### src/rtl/sam_cmd_pkg.sv
package sam_cmd_pkg;

  typedef enum logic [1:0] {
    MODE_RD_A    = 2'b00,
    MODE_RD_B    = 2'b01,
    MODE_WR_C    = 2'b10,
    MODE_REFRESH = 2'b11
  } mode_e;

  // True when the row lies inside an array of num_rows rows.
  function automatic bit row_in_range(input int unsigned row, input int unsigned num_rows);
    return row < num_rows;
  endfunction

  // Successor of a refresh row, wrapping at the last row.
  function automatic int unsigned refresh_next(input int unsigned row, input int unsigned num_rows);
    return (row + 1 >= num_rows) ? 0 : row + 1;
  endfunction

endpackage

### src/rtl/sam_edge_det.sv
module sam_edge_det #(
  parameter bit FALLING = 1'b0
) (
  input  logic clk,
  input  logic rst_n,
  input  logic sig,
  output logic edge_seen
);
  logic prev_q;

  always_ff @(posedge clk or negedge rst_n) begin
    if (!rst_n) prev_q <= FALLING;
    else        prev_q <= sig;
  end

  generate
    if (FALLING) begin : g_fall
      assign edge_seen = prev_q & ~sig;
    end else begin : g_rise
      assign edge_seen = ~prev_q & sig;
    end
  endgenerate
endmodule

### src/rtl/sam_serial_word.sv
module sam_serial_word #(
  parameter int WIDTH = 8
) (
  input  logic             clk,
  input  logic             rst_n,
  input  logic             shift_en,
  input  logic             sdi,
  output logic [WIDTH-1:0] word
);
  // LSB-first: each new bit enters at the top, so the first bit ends at bit 0.
  always_ff @(posedge clk or negedge rst_n) begin
    if (!rst_n)        word <= '0;
    else if (shift_en) word <= {sdi, word[WIDTH-1:1]};
  end
endmodule

### src/rtl/sam_init_gate.sv
module sam_init_gate #(
  parameter int INIT_STROBES = 8
) (
  input  logic clk,
  input  logic rst_n,
  input  logic strobe_evt,
  output logic ready
);
  localparam int CNT_W = $clog2(INIT_STROBES + 1);
  localparam logic [CNT_W-1:0] LAST = CNT_W'(INIT_STROBES);

  logic [CNT_W-1:0] cnt_q;

  always_ff @(posedge clk or negedge rst_n) begin
    if (!rst_n)                         cnt_q <= '0;
    else if (strobe_evt && cnt_q != LAST) cnt_q <= cnt_q + 1'b1;
  end

  assign ready = (cnt_q == LAST);
endmodule

### src/rtl/sam_cmd_decoder.sv
module sam_cmd_decoder
  import sam_cmd_pkg::*;
#(
  parameter int ROW_W        = 8,
  parameter int COL_W        = 6,
  parameter int NUM_ROWS     = 212,
  parameter int INIT_STROBES = 8
) (
  input  logic             clk,
  input  logic             rst_n,
  input  logic             addr_clk,
  input  logic             row_sdi,
  input  logic             col_sdi,
  input  logic             strobe_n,
  output logic             rd_a_pulse,
  output logic             rd_b_pulse,
  output logic             wr_c_pulse,
  output logic             refresh_pulse,
  output logic             bad_row_pulse,
  output logic [ROW_W-1:0] row_out,
  output logic [COL_W-1:0] col_out,
  output logic             ready
);
  localparam int CW_W = COL_W + 2;

  logic             addr_rise;
  logic             strobe_fall;
  logic [ROW_W-1:0] row_word;
  logic [CW_W-1:0]  cm_word;
  logic [ROW_W-1:0] ref_row_q;
  mode_e            mode;
  logic             row_ok;
  logic             cmd_evt;

  sam_edge_det #(.FALLING(1'b0)) u_addr_edge (
    .clk(clk), .rst_n(rst_n), .sig(addr_clk), .edge_seen(addr_rise));

  sam_edge_det #(.FALLING(1'b1)) u_strobe_edge (
    .clk(clk), .rst_n(rst_n), .sig(strobe_n), .edge_seen(strobe_fall));

  sam_serial_word #(.WIDTH(ROW_W)) u_row_sr (
    .clk(clk), .rst_n(rst_n), .shift_en(addr_rise), .sdi(row_sdi), .word(row_word));

  sam_serial_word #(.WIDTH(CW_W)) u_cm_sr (
    .clk(clk), .rst_n(rst_n), .shift_en(addr_rise), .sdi(col_sdi), .word(cm_word));

  sam_init_gate #(.INIT_STROBES(INIT_STROBES)) u_init (
    .clk(clk), .rst_n(rst_n), .strobe_evt(strobe_fall), .ready(ready));

  assign mode    = mode_e'(cm_word[CW_W-1 -: 2]);
  assign row_ok  = row_in_range(int'(row_word), NUM_ROWS);
  assign cmd_evt = strobe_fall & ready;

  always_ff @(posedge clk or negedge rst_n) begin
    if (!rst_n) begin
      rd_a_pulse    <= 1'b0;
      rd_b_pulse    <= 1'b0;
      wr_c_pulse    <= 1'b0;
      refresh_pulse <= 1'b0;
      bad_row_pulse <= 1'b0;
      row_out       <= '0;
      col_out       <= '0;
      ref_row_q     <= '0;
    end else begin
      rd_a_pulse    <= 1'b0;
      rd_b_pulse    <= 1'b0;
      wr_c_pulse    <= 1'b0;
      refresh_pulse <= 1'b0;
      bad_row_pulse <= 1'b0;
      if (cmd_evt) begin
        if (mode == MODE_REFRESH) begin
          refresh_pulse <= 1'b1;
          row_out       <= ref_row_q;
          col_out       <= '0;
          ref_row_q     <= ROW_W'(refresh_next(int'(ref_row_q), NUM_ROWS));
        end else if (!row_ok) begin
          bad_row_pulse <= 1'b1;
        end else begin
          row_out <= row_word;
          col_out <= cm_word[COL_W-1:0];
          case (mode)
            MODE_RD_A: rd_a_pulse <= 1'b1;
            MODE_RD_B: rd_b_pulse <= 1'b1;
            default:   wr_c_pulse <= 1'b1;
          endcase
        end
      end
    end
  end
endmodule

### config.mk
export PLATFORM = sky130hd
export DESIGN_NAME = sam_cmd_decoder
export DESIGN_NICKNAME = d
export VERILOG_FILES = /design/src/rtl/sam_cmd_pkg.sv /design/src/rtl/sam_edge_det.sv /design/src/rtl/sam_serial_word.sv /design/src/rtl/sam_init_gate.sv /design/src/rtl/sam_cmd_decoder.sv
export SDC_FILE = /design/constraint.sdc
export NUM_CORES = 1
export LEC_CHECK = 0
export CAP_MARGIN = 20
export CORE_MARGIN = 3
export CORE_UTILIZATION = 54
export CTS_BUF_LIST = sky130_fd_sc_hd__clkbuf_8
export CTS_CLUSTER_DIAMETER = 200
export CTS_CLUSTER_SIZE = 10
export DETAILED_ROUTE_END_ITERATION = 6
export GPL_TIMING_DRIVEN = 0
export PLACE_DENSITY = 0.74
export SYNTH_ARGS = -nofsm -noshare
export SYNTH_HDL_FRONTEND = slang
export SYNTH_SLANG_ARGS = --single-unit
export TNS_END_PERCENT = 10
### constraint.sdc
create_clock -name clk -period 2 [get_ports clk]
set_input_delay 0.2 -clock clk [delete_from_list [all_inputs] [get_ports clk]]
set_output_delay 0.2 -clock clk [all_outputs]
set_load 0.02 [all_outputs]
Yosys cells after proc, flatten, opt, wreduce, memory -nomap -nowiden
Cells that the tools add are included. Widths: inputs -> output; s select.

Register bits: 49. Word-level logic and storage cells: 54.

Add/subtract/negate cells: 2. Order comparisons: 2. Equality and inequality tests: 4. Multiplexer cells: 22. Bitwise gates (word level): 5. Reduce and logical (&&, ||, !) cells: 6.

Operators with widths (count): $mux 8 (3); $mux 1 (17); $mux 6 (2); $add 8x1->9 const B (1); $ge 9x8->1 const B (1); $lt 8x8->1 const B (1); $add 4x1->4 const B (1); $eq 4x4->1 const B (1); $ne 4x4->1 const B (1); $reduce_and 2->1 (2); $and 1x1->1 (3); $eq 2x1->1 const B (1); $eq 2x2->1 const B (1); $logic_not 2->1 (1); $not 1->1 (2); $reduce_bool 2->1 (1); $reduce_or 2->1 (1); $logic_and 1x1->1 (1).

Depth between registers and ports, before layout
Word-level depth: 6. Gate-level depth with buffers: 11. Mapped depth without buffers: 10.

By module
Synthesis repeated with hierarchy kept, for this count alone.

Cells, all modules: 201. Area, all modules: 2394.8 um2.

Modules (own cells, without submodules): sam_cmd_decoder (times used 1, cells each 141, area each 1402.6 um2, sequential area each 675.6 um2); sam_serial_word (times used 2, cells each 17, area each 331.6 um2, sequential area each 200.2 um2); sam_init_gate (times used 1, cells each 22, area each 250.2 um2, sequential area each 100.1 um2); sam_edge_det (u_strobe_edge) (times used 1, cells each 2, area each 40.0 um2, sequential area each 26.3 um2); sam_edge_det (u_addr_edge) (times used 1, cells each 2, area each 38.8 um2, sequential area each 25.0 um2).

Worst setup path before layout
Ideal clock, no wire load.

Path type: reg2reg. Start: reg ref_row_q[0]. End: reg ref_row_q[4]. Arrival time: 1650 ps. Setup slack: 229 ps. Stages on the path, launching flop included: 8. Path buffers: 0. Period minus slack after synthesis: 1771 ps. Cell sequence: dfrtp_1 > ha_1 > nand2_1 > o21bai_1 > a21oi_1 > nor3_4 > o21ai_2 > a22o_1.

Cells in the longest elaborated chain, start to end: 3.

RTL lines: from (decl) (line sam_cmd_decoder.sv:30) `logic [ROW_W-1:0] ref_row_q;`; from (signal assigned) (line sam_cmd_decoder.sv:75) `ref_row_q <= ROW_W'(refresh_next(int'(ref_row_q), NUM_ROWS));`; $add 8x1->9 * (line sam_cmd_pkg.sv:17) `return (row + 1 >= num_rows) ? 0 : row + 1;`; $ge 9x8->1 (line sam_cmd_pkg.sv:17); $mux 8 * (line sam_cmd_pkg.sv:17).

Mark *: on every way between the ends. The rest lies on a longest branch, timed or not. A chain may end at the register's enable or synchronous reset.

Worst setup path after layout
Start: reg ref_row_q[1]. End: reg ref_row_q[4].

Same word-level chain as after synthesis.

==> summary.txt <==
Status
  – Status: completed

Final layout
  – Final Non-Filler Cells: 280
  – Area Growth Syn to Fin: 21.8%
  – Sequential Area: 0.00123 sq mm
  – Fill cell total of the finished layout: 275
  – Net count, final: 242
  – Total inserted antenna cells: 0
  – Final instance area: 0.00277 sq mm
  – Fraction of layout instances using a drive strength above 1: 0.241
  – Footprint of the multi-input gates: 967 sq um

STA
  – Setup skew after layout: 0.00621 ns
  – Final min period: 1.90 ns
  – Measured slew at the worst slew-check pin: 0.477 ns
  – Final Max Tran Viols: 0
  – Max Fclk: 527 MHz
  – Relative slew slack: 0.682
  – Post-route worst setup slack: 0.104 ns
  – Setup repair after global routing missed its margin: yes
  – Fin crit share: 0.948
  – Final hold vios: 0
  – # setup viols final: 0

Clock tree
  – Root buffer cell: sky130_fd_sc_hd__clkbuf_8
  – CTS clock-pin slew for the worst setup and hold paths: 0.08 ns
  – H-Tree Level Count: 2
  – Clock latency at the later pin of the worst-skew pair: 0.30 ns
  – Total CTS buffers: 5
  – Longest Clk Path Bufs: 2
  – Clock sinks: 49
  – CTS tree: done

Pwr
  – Total power per unit cell area: 1110 mW/mm^2
  – Part of the total power dissipated in the clock network: 0.217
  – Logic gate share of total power: 0.294
  – Leakage power of the design: 1.26 nW
  – Cell internal power dissipation: 2.13 mW
  – Switching power share of the total: 0.307
  – Part of the power in registers: 0.488
  – Switching Power: 942 uW
  – Max VDD drop: 0.631 mV
  – Post-route total power: 3.07 mW

Synthesis
  – Syn. warnings: 0
  – Synth top area cells: sky130_fd_sc_hd__dfrtp_1, sky130_fd_sc_hd__mux2_2, sky130_fd_sc_hd__nand2_1
  – Sequential share of the synthesized area: 0.539
  – Most repeated cell in the gate-level netlist after synthesis: sky130_fd_sc_hd__dfrtp_1
  – Seq cells post-synth: 49
  – Async set-or-reset flop fraction in the synthesized netlist: 1.00
  – Unique cell type count in the Yosys netlist: 45
  – Post-Syn Area: 0.00228 sq mm
  – Synthesized instance count: 195
  – Synthesized net count: 205
  – Largest area contributor in the synthesized netlist: sky130_fd_sc_hd__dfrtp_1
  – Synth Flop Type: sky130_fd_sc_hd__dfrtp_1
  – Average cell area after synthesis: 11.7 sq um
  – Most frequent cells after synthesis: sky130_fd_sc_hd__dfrtp_1, sky130_fd_sc_hd__nand2_1, sky130_fd_sc_hd__mux2_2, sky130_fd_sc_hd__o21ai_0
  – Number of enable-type register cells in the synthesized netlist: 0
  – Fraction of post-synthesis cell area in the top cell type by area: 0.528

Setup path
  – Worst flop-to-flop path startpoint: ref_row_q[1]$_DFFE_PN0P_
  – Worst path arrival time: 2.09 ns
  – Biggest fanout along the worst timing path: 10
  – Worst EP required: 2.19 ns
  – FF-to-FF End: ref_row_q[4]$_DFFE_PN0P_
  – Kind of start point of the critical path: register
  – R2R Setup Slk: 0.10 ns
  – Cell count of the worst reg-to-reg path: 8
  – Worst setup EP type: register
  – Critical path class: reg2reg

Floorplanning
  – I/O pin total: 26
  – Area of the die: 0.00503 sq mm
  – Vert. Die Dim: 70.9 um
  – Placement row count: 22
  – CORE AREA: 0.00385 sq mm
  – Die outline width: 70.9 um
  – Initial Utilization: 0.591

Global routing
  – All-Layer GR Usage: 0.188
  – Antenna violations before repair: 0
  – Global-route wire length before repair: 7480 um
  – Global route overflow: 0
  – Number of global-route vias before repair: 1652
  – Maximum number of pins on one net before global-route repair: 34

Drt
  – Number of antenna-violating nets in the routed design: 0
  – Per-cell via count in the routed design: 5.83
  – Routed wire per std cell: 15.2 um
  – First-pass iteration count of the detailed router: 4
  – Remaining design rule violation count: 0
  – WL final: 4250 um
  – Iter 0 DRT Violations: 118
  – Via count: 1631

Flow run
  – Max-cap viol count: 0

Placement
  – Quantity of I/O buffers inserted on ports: 25
  – Routability congestion estimate from global placement: 0.791
  – Inst Count DP: 269
  – Cell area after placement: 0.00260 sq mm
  – HPWL after DPL: 3090 um
  – Post-place setup slack: -0.0402 ns

Hold path
  – Type of the most critical hold path: in2async
## worst max path at each step
stage                                            from                            to  cells past startpoint
after floorplan              ref_row_q[0]$_DFFE_PN0P_      ref_row_q[4]$_DFFE_PN0P_                      7
after global placement                          rst_n  u_row_sr.word[7]$_DFFE_PN0P_                      1
after detailed placement     ref_row_q[0]$_DFFE_PN0P_      ref_row_q[4]$_DFFE_PN0P_                      7
after CTS                    ref_row_q[0]$_DFFE_PN0P_      ref_row_q[4]$_DFFE_PN0P_                      8
after global routing      u_init.cnt_q[0]$_DFFE_PN0P_      ref_row_q[3]$_DFFE_PN0P_                      9
final                        ref_row_q[1]$_DFFE_PN0P_      ref_row_q[4]$_DFFE_PN0P_                      8
## power by group through the flow
stage	clock, mW	combinational [mW]	sequential, mW
2_1_floorplan	0	0.425	1.58
3_3_place_gp	0	0.839	1.49
3_5_place_dp	0	0.871	1.52
4_1_cts	0.686	0.877	1.50
5_1_grt	0.728	0.999	1.54
6_report	0.667	0.903	1.50
## flip-flops by register name, indices dropped and copies added, names as in the netlist
name and count:
bad_row_pulse 1, col_out 6, rd_a_pulse 1, rd_b_pulse 1, ref_row_q 8, refresh_pulse 1
row_out 8, u_addr_edge.prev_q 1, u_cm_sr.word 8, u_init.cnt_q 4, u_row_sr.word 8, u_strobe_edge.prev_q 1
wr_c_pulse 1
## per-stage QoR
stage	utilization	TNS [ns]	hold slack (ns)
2_1_floorplan	-	0	-0.0956
3_3_place_gp	0.671	-24.67	0.469
3_5_place_dp	0.675	-0.0962	0.152
4_1_cts	0.710	0	0.358
5_1_grt	0.719	-0.0148	0.370
6_report	0.719	0	0.368
## layout by cell type (no fill, tap or decap), drive strengths merged, types with 5 or more instances in the layout
cell,netlist,layout
a22o,8,8
buf,11,16
clkbuf,1,6
clkdlybuf4s50,0,23
dfrtp,48,48
inv,6,6
mux2,17,17
mux2i,8,8
nand2,22,22
nor2,5,5
o21ai,15,15
## repair_timing
item                                   CTS  global route
endpoints found under the hold margin   16             0
gates resized for setup                  0             9
hold buffers                             1             0
gates cloned                             0             0
pin swaps                                1             0
buffers inserted                         1             2
setup endpoints to repair                6             8
## area by class of cell
type,instances,share of cell area
Sequential cell,49,0.443
Multi-Input combinational cell,128,0.349
Timing Repair Buffer,30,0.113
Buffer,12,0.0271
Clock buffer,5,0.0248
Tap cell,48,0.0217
Clock inverter,2,0.0126
Inverter,6,0.00903
## worst max-delay path: stages, from the launching register on
cell	delay (ns)
sky130_fd_sc_hd__dfrtp_1	0.49
sky130_fd_sc_hd__ha_2	0.32
sky130_fd_sc_hd__nand2_1	0.10
sky130_fd_sc_hd__o21bai_1	0.14
sky130_fd_sc_hd__a21oi_1	0.12
sky130_fd_sc_hd__nor3_4	0.20
sky130_fd_sc_hd__buf_12	0.15
sky130_fd_sc_hd__o21ai_2	0.06
sky130_fd_sc_hd__a22o_1	0.21
## cell families after synthesis
| logic type | synth area share |
|---|---|
| XOR/XNOR | 0.00770 |
| buffers and inverters | 0.0401 |
| AND/OR/NAND/NOR | 0.143 |
| AO/OA/AOI/OAI | 0.128 |
| adder cells (fa/ha/maj) | 0.0220 |
| multiplexers | 0.119 |
| flip-flops | 0.539 |
## routing by layer
layer,up-vias,wire [um],GRT usage
met5,-,0,0
li1,762,-,-
met4,0,72,0.0626
met1,819,1890,0.237
met3,8,191,0.0497
met2,42,2100,0.316
Note: power is estimated with default switching activity, not from simulation.
